$ cat src/rtl/swin_pkg.sv
// Shared types for the sample window watcher.
// Assumes: nothing beyond IEEE 1800-2017.
package swin_pkg;
    // Window comparison kinds; the encoding is the value of the mode field.
    typedef enum logic [1:0] {
        CMP_BELOW   = 2'd0,
        CMP_ABOVE   = 2'd1,
        CMP_INSIDE  = 2'd2,
        CMP_OUTSIDE = 2'd3
    } cmp_mode_e;

    localparam int FILT_W = 2;
endpackage

$ cat src/rtl/swin_cfg_bank.sv
// Holds the comparison settings. Captures the inputs on a write strobe only
// while the write-protect input is low.
// Assumes: the settings are stable while they are being written.
module swin_cfg_bank
    import swin_pkg::*;
#(
    parameter int SMP_W = 12,
    parameter int CH_W  = 4
) (
    input  logic              clk,
    input  logic              rst_n,
    input  logic              wr_en,
    input  logic              wr_lock,
    input  logic [SMP_W-1:0]  low_d,
    input  logic [SMP_W-1:0]  high_d,
    input  logic [1:0]        mode_d,
    input  logic [CH_W-1:0]   chan_d,
    input  logic              all_d,
    input  logic [FILT_W-1:0] filt_d,
    output logic [SMP_W-1:0]  low_q,
    output logic [SMP_W-1:0]  high_q,
    output cmp_mode_e         mode_q,
    output logic [CH_W-1:0]   chan_q,
    output logic              all_q,
    output logic [FILT_W-1:0] filt_q
);
    logic accept;
    assign accept = wr_en & ~wr_lock;

    // Purpose: capture an unprotected configuration write.
    always_ff @(posedge clk) begin
        if (!rst_n) begin
            low_q  <= '0;
            high_q <= '0;
            mode_q <= CMP_BELOW;
            chan_q <= '0;
            all_q  <= 1'b0;
            filt_q <= '0;
        end else if (accept) begin
            low_q  <= low_d;
            high_q <= high_d;
            mode_q <= cmp_mode_e'(mode_d);
            chan_q <= chan_d;
            all_q  <= all_d;
            filt_q <= filt_d;
        end
    end
endmodule

$ cat src/rtl/swin_match.sv
// Decides whether the current sample is compared, and whether it falls in
// the region that the mode selects. Purely combinational.
// Assumes: the thresholds are unsigned and are taken as given (low may exceed high).
module swin_match
    import swin_pkg::*;
#(
    parameter int SMP_W = 12,
    parameter int CH_W  = 4
) (
    input  logic             valid,
    input  logic [SMP_W-1:0] data,
    input  logic [CH_W-1:0]  chan,
    input  logic [SMP_W-1:0] low_q,
    input  logic [SMP_W-1:0] high_q,
    input  cmp_mode_e        mode_q,
    input  logic [CH_W-1:0]  chan_q,
    input  logic             all_q,
    output logic             cmp_en,
    output logic             cmp_hit
);
    logic below, above;

    // Purpose: qualify the sample by channel selection.
    always_comb begin
        cmp_en = valid & (all_q | (chan == chan_q));
    end

    // Purpose: evaluate the window condition for the programmed mode.
    always_comb begin
        below = data < low_q;
        above = data > high_q;
        unique case (mode_q)
            CMP_BELOW:   cmp_hit = below;
            CMP_ABOVE:   cmp_hit = above;
            CMP_INSIDE:  cmp_hit = ~below & ~above;
            CMP_OUTSIDE: cmp_hit = below | above;
            default:     cmp_hit = 1'b0;
        endcase
    end
endmodule

$ cat src/rtl/swin_filter.sv
// Counts consecutive matches. Raises the sticky flag and a one-cycle pulse
// when the run reaches the filter count plus one.
// Assumes: cmp_en and cmp_hit are stable around the clock edge.
module swin_filter
    import swin_pkg::*;
(
    input  logic              clk,
    input  logic              rst_n,
    input  logic              cmp_en,
    input  logic              cmp_hit,
    input  logic [FILT_W-1:0] filt_q,
    input  logic              clr,
    output logic              flag_o,
    output logic              event_o
);
    logic [FILT_W-1:0] run_cnt;
    logic              raise;

    // Purpose: detect the match that completes a run (>= tolerates a lowered count).
    always_comb begin
        raise = cmp_en & cmp_hit & (run_cnt >= filt_q);
    end

    // Purpose: advance or empty the run counter, and update the flag and pulse.
    always_ff @(posedge clk) begin
        if (!rst_n) begin
            run_cnt <= '0;
            flag_o  <= 1'b0;
            event_o <= 1'b0;
        end else begin
            event_o <= raise;
            flag_o  <= raise | (flag_o & ~clr);
            if (cmp_en) begin
                run_cnt <= (cmp_hit && !raise) ? run_cnt + 1'b1 : '0;
            end
        end
    end
endmodule

$ cat src/rtl/smpl_window_watch.sv
// Top level: a configuration bank, the window matcher and the run filter.
// Assumes: one sample per cycle at most; the channel width fits CH_NUM.
module smpl_window_watch
    import swin_pkg::*;
#(
    parameter int SMP_W  = 12,
    parameter int CH_NUM = 16,
    localparam int CH_W  = (CH_NUM > 1) ? $clog2(CH_NUM) : 1
) (
    input  logic              clk,
    input  logic              rst_n,
    input  logic              cfg_we,
    input  logic              cfg_lock,
    input  logic [SMP_W-1:0]  cfg_low,
    input  logic [SMP_W-1:0]  cfg_high,
    input  logic [1:0]        cfg_mode,
    input  logic [CH_W-1:0]   cfg_chan,
    input  logic              cfg_all,
    input  logic [FILT_W-1:0] cfg_filt,
    input  logic              smp_valid,
    input  logic [SMP_W-1:0]  smp_data,
    input  logic [CH_W-1:0]   smp_chan,
    input  logic              flag_clr,
    output logic              flag_o,
    output logic              event_o
);
    localparam int SNAP_W = 2*SMP_W + 2 + CH_W + 1 + FILT_W;

    logic [SMP_W-1:0]  low_q, high_q;
    cmp_mode_e         mode_q;
    logic [CH_W-1:0]   chan_q;
    logic              all_q;
    logic [FILT_W-1:0] filt_q;
    logic              cmp_en, cmp_hit;

    swin_cfg_bank #(.SMP_W(SMP_W), .CH_W(CH_W)) u_cfg (
        .clk(clk), .rst_n(rst_n), .wr_en(cfg_we), .wr_lock(cfg_lock),
        .low_d(cfg_low), .high_d(cfg_high), .mode_d(cfg_mode),
        .chan_d(cfg_chan), .all_d(cfg_all), .filt_d(cfg_filt),
        .low_q(low_q), .high_q(high_q), .mode_q(mode_q),
        .chan_q(chan_q), .all_q(all_q), .filt_q(filt_q)
    );

    swin_match #(.SMP_W(SMP_W), .CH_W(CH_W)) u_match (
        .valid(smp_valid), .data(smp_data), .chan(smp_chan),
        .low_q(low_q), .high_q(high_q), .mode_q(mode_q),
        .chan_q(chan_q), .all_q(all_q),
        .cmp_en(cmp_en), .cmp_hit(cmp_hit)
    );

    swin_filter u_filt (
        .clk(clk), .rst_n(rst_n), .cmp_en(cmp_en), .cmp_hit(cmp_hit),
        .filt_q(filt_q), .clr(flag_clr), .flag_o(flag_o), .event_o(event_o)
    );
endmodule

$ cat config.mk
export PLATFORM = sky130hd
export DESIGN_NAME = smpl_window_watch
export DESIGN_NICKNAME = d
export VERILOG_FILES = /design/src/rtl/swin_pkg.sv /design/src/rtl/swin_cfg_bank.sv /design/src/rtl/swin_match.sv /design/src/rtl/swin_filter.sv /design/src/rtl/smpl_window_watch.sv
export SDC_FILE = /design/constraint.sdc
export NUM_CORES = 1
export LEC_CHECK = 0
export ABC_AREA = 1
export ABC_CLOCK_PERIOD_IN_PS = 1450
export BUFFER_PORTS_ARGS = -buffer_cell sky130_fd_sc_hd__buf_2
export CORE_MARGIN = 2
export CORE_UTILIZATION = 35
export DETAILED_ROUTE_END_ITERATION = 16
export PLACE_DENSITY = 0.62
export SETUP_SLACK_MARGIN = 0.02
export SYNTH_ARGS = -nofsm -noshare
export SYNTH_HDL_FRONTEND = slang
export SYNTH_SLANG_ARGS = --single-unit
$ cat constraint.sdc
create_clock -name clk -period 1.45 [get_ports clk]
set_input_delay 0.145 -clock clk [delete_from_list [all_inputs] [get_ports clk]]
set_output_delay 0.145 -clock clk [all_outputs]
set_load 0.03 [all_outputs]
; Word-level counts from Yosys, hierarchy flattened
; Cells that the tools add are included.
; Widths: inputs -> output; s select.
[totals]
latchBits = 0
mem_bits_rw = 0
inputBits = 55
romBits = 0
regBits = 37
word_cells = 35
n_memories = 0
[classes]
muxes = 2
bitwise_logic = 13
n_shift = 0
n_div = 0
n_mul = 0
n_eq_ne = 4
add_sub_neg = 1
n_reduce_logical = 3
n_lt_le_gt_ge = 3
[ops]
columns = op, n
row1 = $gt 12x12->1, 1
row2 = $lt 12x12->1, 1
row3 = $and 1x1->1, 6
row4 = $eq 2x2->1 const B, 2
row5 = $eq 4x4->1, 1
row6 = $not 1->1, 4
row7 = $pmux 1 s4, 1
row8 = $or 1x1->1, 3
row9 = $add 2x1->2 const B, 1
row10 = $eq 2x1->1 const B, 1
row11 = $ge 2x2->1, 1
row12 = $logic_not 2->1, 1
row13 = $mux 2, 1
row14 = $logic_and 1x1->1, 1
row15 = $logic_not 1->1, 1

; Longest topological paths before layout
[logic_depth]
word_depth = 9
depth_mapped = 15

; Cells and area by module
; From an unflattened synthesis, not the netlist that was laid out.
[hier_totals]
cells_unflattened = 376
hier_area_um2 = 2610.0
[by_module_without_submodules]
columns = module, cells_each, area_per_inst_um2, seq_area_each_um2, n_inst
row1 = swin_cfg_bank, 215, 1645.3, 660.6, 1
row2 = swin_match, 130, 738.2, 0.0, 1
row3 = swin_filter, 31, 226.5, 80.1, 1

; Least setup slack after synthesis
; No wires, ideal clock.
[synth_timing]
path_type = register to register
from = register u_cfg.high_q[11]
to = register u_filt.flag_o
path_stages_with_launch = 12
n_path_buf = 0
period_less_slack_ns = 1.519
arrival_ns = 1.404
setup_time_ns = 0.115
setup_slack_ns = -0.069
cell_sequence = dfxtp_1 -> inv_1 -> ha_1 -> a21o_2 -> nor2_1 -> nand3_2 -> nand2_2 -> nand2_1 -> nand2_1 -> nand4_2 -> nand3_1 -> nand2_1
[synth_between]
elab_chain_cells = 7
word_cells_on_any_way = 8
[synth_lines]
columns = item, line
row1 = "start, declared", swin_cfg_bank.sv:21  ; output logic [SMP_W-1:0] high_q,
row2 = "start signal, assigned", swin_cfg_bank.sv:41  ; high_q <= high_d;
row3 = $gt 12x12->1 *, swin_match.sv:31  ; above = data > high_q;
row4 = $not 1->1, swin_match.sv:35  ; CMP_INSIDE: cmp_hit = ~below & ~above;
row5 = $and 1x1->1, swin_match.sv:35
row6 = $pmux 1 s4 *, swin_match.sv:32  ; unique case (mode_q)
row7 = $and 1x1->1 * (2 in series), swin_filter.sv:21  ; raise = cmp_en & cmp_hit & (run_cnt >= filt_q);
row8 = $or 1x1->1 *, swin_filter.sv:32  ; flag_o <= raise | (flag_o & ~clr);
row9 = "end signal, assigned", swin_filter.sv:32
row10 = "end, declared", swin_filter.sv:13  ; output logic flag_o,
; Mark *: on every way between the ends. The rest lies on a longest branch, timed or not.
; A chain may end at the register's enable or synchronous reset.

; Final worst setup path
[layout_timing]
from = register u_cfg.low_q[7]
to = register u_filt.run_cnt[0]
[layout_between]
elab_chain_cells = 9
word_cells_on_any_way = 10
[layout_lines]
columns = item, line
row1 = "start, declared", swin_cfg_bank.sv:20  ; output logic [SMP_W-1:0] low_q,
row2 = "start signal, assigned", swin_cfg_bank.sv:40  ; low_q <= low_d;
row3 = $lt 12x12->1 *, swin_match.sv:30  ; below = data < low_q;
row4 = $not 1->1, swin_match.sv:35
row5 = $and 1x1->1, swin_match.sv:35
row6 = $pmux 1 s4 *, swin_match.sv:32
row7 = $and 1x1->1 (2 in series), swin_filter.sv:21
row8 = $logic_not 1->1, swin_filter.sv:34  ; run_cnt <= (cmp_hit && !raise) ? run_cnt + 1'b1 : '0;
row9 = $logic_and 1x1->1 *, swin_filter.sv:34
row10 = $mux 2 *, swin_filter.sv:34
row11 = "end signal, assigned", swin_filter.sv:34
row12 = "end, declared", swin_filter.sv:16  ; logic [FILT_W-1:0] run_cnt;
; Marked as above.

==> run metrics <==
Period minus WS final 1603 ps; largest family of logic cells by synthesized area compound AO/OA/AOI/OAI gates; fraction of final layout cells sized beyond drive strength 1 0.3857; Antenna Cells 0; dpl ws -187.8 ps; post-synthesis cell type count 23; largest net degree at the start of global routing 48; CTS tree done; port bufs 56; post-detailed-route count of antenna-violating nets 0; Worst Setup Slack, final -153.3 ps; average detailed-routed wire length per instance 10.81 µm; failing checks setup timing; post-synthesis xor/xnor area fraction 0.01715; power density cells 918.8 nW/µm²; post-synthesis instance area 2043 µm²; R2R Setup Slk -150 ps; ranking of synthesized cells by area sky130_fd_sc_hd__dfxtp_1 36%, sky130_fd_sc_hd__ha_1 15%, sky130_fd_sc_hd__o21ai_0 8.6%; hold buffer count at cts 0; number of sinks handled by clock tree synthesis 37; Routed met3 length 215 µm; CTS Buffer Depth 2; number of search-and-repair iterations in the first detailed-routing pass 5; multi-input logic area 1304 µm²; vias 1927; FF+latch area 748.2 µm²; unrepaired setup endpoints after global routing true; status finished, violations left; effective utilization at floorplan 0.3666; Area growth syn-to-layout 41.27%; Compound-Gate Fraction of Synth Area 0.1855; number of global-route vias before repair 1867; Setup crit end kind register; DP Area 2552 µm²; transition time of the tightest slew-check pin 341.3 ps; maximum achievable frequency 623.7 MHz; Clock transition at path regs 80 ps; mux share of post-synthesis cell area 0; Site Rows 27; Post-Route Skew 6.994 ps; maximum capacitance violations 0; synthesized-area fraction occupied by and/or/nand/nor cells 0.1751; arrival time reported for the critical path endpoint 1790 ps; drt initial violations 78; overall die height 80.41 µm; highest routed metal layer met4; maximum level of the CTS H-tree 2; Adder-Cell Fraction of Synth Area 0.1531; final wirelength 4.561 mm; Worst slew margin 0.7725; static leakage 1.330 nW; global placer's final weighted congestion 0.7842; post-synthesis cell count 277; insertion delay to the later sink of the worst-skew pair 290 ps; detailed placer's ending HPWL 3.342 mm; CTS root buf sky130_fd_sc_hd__clkbuf_8; cell accounting for the most synthesized area sky130_fd_sc_hd__dfxtp_1; CP Launch Type register; final cell area excluding filler cells 2887 µm²; total global routing track utilization 0.1523; horizontal extent of the die 80.41 µm; Pwr Total 2.652 mW; sequential fraction of the synthesis area 0.3625; Ports 57; antenna violations before repair 0; Pins Over Slew Limit 0; global-route wire length before repair 7.728 mm; category of the most critical setup path reg -> reg; Post-Syn Nets 357; Critical Path Fanout Max 3; Final #Nets 429; standard cell core area 5574 µm²; average cell area after synthesis 7.376 µm²; wire length on met2 2.233 mm; Layout fillers 575; total global routing overflow 0; Critical Path RT 1630 ps; yosys warns 0; share of the clock period used by the worst path 1.106; Final Hold Vio Count 0; maximum ir drop on the vdd rail 0.0003992 V; total clock buffers created by CTS 5; Die Outline Area 6465 µm²; number of synthesized register bits 37; total routed wire length on the met1 layer 2.056 mm; final count of negative-setup-slack endpoints 4; class of the tightest hold or removal check in -> reg; per-cell via count in the routed design 4.566; fraction of post-synthesis cell area in the top cell type by area 0.3625; remaining routing DRC violations 0
critical path, cell delays in order (launching register included):
cell and delay, ps:
sky130_fd_sc_hd__dfxtp_1 310, sky130_fd_sc_hd__inv_1 70, sky130_fd_sc_hd__ha_4 280, sky130_fd_sc_hd__nand2_1 50
sky130_fd_sc_hd__inv_1 60, sky130_fd_sc_hd__nand2_1 60, sky130_fd_sc_hd__a21oi_2 140, sky130_fd_sc_hd__nor2_2 60
sky130_fd_sc_hd__nand2_2 80, sky130_fd_sc_hd__nand2_2 60, sky130_fd_sc_hd__nand2_2 80, sky130_fd_sc_hd__nand4_4 90
sky130_fd_sc_hd__nand3_2 100, sky130_fd_sc_hd__a21oi_2 50
cell usage in the layout, fill, tap and decap left out, types with 3 or more instances in the layout:
master	Yosys	layout
sky130_fd_sc_hd__o21ai_0	35	34
sky130_fd_sc_hd__nand4_1	3	3
sky130_fd_sc_hd__dfxtp_2	0	6
sky130_fd_sc_hd__clkbuf_8	0	6
sky130_fd_sc_hd__nor2_2	2	4
sky130_fd_sc_hd__nand2_2	4	9
sky130_fd_sc_hd__inv_2	1	9
sky130_fd_sc_hd__a21oi_2	1	3
sky130_fd_sc_hd__nor2_1	27	25
sky130_fd_sc_hd__nand3_1	6	4
sky130_fd_sc_hd__nand2_1	35	30
sky130_fd_sc_hd__buf_4	0	17
sky130_fd_sc_hd__inv_1	46	38
sky130_fd_sc_hd__xnor2_1	3	3
sky130_fd_sc_hd__a21oi_1	34	32
sky130_fd_sc_hd__nand3_2	2	4
sky130_fd_sc_hd__buf_2	3	56
sky130_fd_sc_hd__ha_1	25	11
sky130_fd_sc_hd__ha_4	0	14
sky130_fd_sc_hd__dfxtp_1	37	31
report_power, final:
part	internal (mW)	total (mW)	switching (mW)
clock	0.559	0.946	0.386
sequential	1.08	1.11	0.0239
combinational	0.291	0.601	0.309
total	1.93	2.65	0.720
what timing repair did:
item                                    4_1_cts  5_1_grt
endpoints found under the setup margin        4        4
buffers inserted                              1        0
cloned                                        0        0
resized for setup                            13       25
pin swaps                                    13       13
registers in the layout, indices dropped and copies added (netlist names):
register        cells
u_cfg.all_q         1
u_cfg.chan_q        4
u_cfg.filt_q        2
u_cfg.high_q       12
u_cfg.low_q        12
u_cfg.mode_q        2
u_filt.event_o      1
u_filt.flag_o       1
u_filt.run_cnt      2
through the flow:
stage	util	std cells	setup TNS [ps]	hold slack (ps)
floorplan	-	277	-73.77	279.9
detailed placement	0.4579	413	-710.5	372.5
global placement	0.4579	413	-620.9	368.1
finish	0.5178	422	-540.3	63.79
CTS	0.4979	422	-522.0	59.10
global route	0.5178	422	-991.7	53.45
synth_stat cells:
cell type                  count
sky130_fd_sc_hd__nand3_1       6
sky130_fd_sc_hd__inv_1        46
sky130_fd_sc_hd__nand2_1      35
sky130_fd_sc_hd__a21oi_1      34
sky130_fd_sc_hd__clkbuf_1      7
sky130_fd_sc_hd__or2_1         1
sky130_fd_sc_hd__o21ai_0      35
sky130_fd_sc_hd__nand4_1       3
sky130_fd_sc_hd__nand4_2       1
sky130_fd_sc_hd__nand2_2       4
sky130_fd_sc_hd__nor2_1       27
sky130_fd_sc_hd__ha_1         25
sky130_fd_sc_hd__xnor2_1       3
sky130_fd_sc_hd__a211oi_1      1
sky130_fd_sc_hd__nor2_2        2
sky130_fd_sc_hd__o21ai_2       1
sky130_fd_sc_hd__a21oi_2       1
sky130_fd_sc_hd__dfxtp_1      37
sky130_fd_sc_hd__inv_2         1
sky130_fd_sc_hd__a21o_2        1
sky130_fd_sc_hd__nand3_2       2
sky130_fd_sc_hd__xor2_1        1
sky130_fd_sc_hd__buf_2         3
worst paths after layout:
kind / start / end / cells after the start
max: u_cfg.low_q[7] / u_filt.run_cnt[0] / 13
min: cfg_high[0] / u_cfg.high_q[0] / 3
max reg2reg: u_cfg.low_q[7] / u_filt.run_cnt[0] / 13
min reg2reg: u_cfg.filt_q[1] / u_cfg.filt_q[1] / 2
area by class of cell:
class                           instances  area share
Timing Repair Buffer                   75      0.1552
Inverter                               47     0.06112
Clock inverter                          2     0.01300
Sequential cell                        37      0.2592
Tap cell                               72     0.03121
Clock buffer                            6     0.02861
Multi-Input combinational cell        183      0.4517
cell families (layout without fill, tap and decap cells):
| kind of cell | Yosys count | in the layout |
|---|---|---|
| fa+ha+maj | 25 | 25 |
| simple gates | 81 | 81 |
| xor+xnor | 4 | 4 |
| buf+inv | 57 | 130 |
| compound gates | 73 | 73 |
| flops | 37 | 37 |
metal layers:
layer,up-vias,GRT usage
li1,1036,-
met1,843,0.1878
met2,41,0.2600
met3,7,0.03820
met4,0,0.04576
met5,-,0
Power figures use the tool's default switching activity.
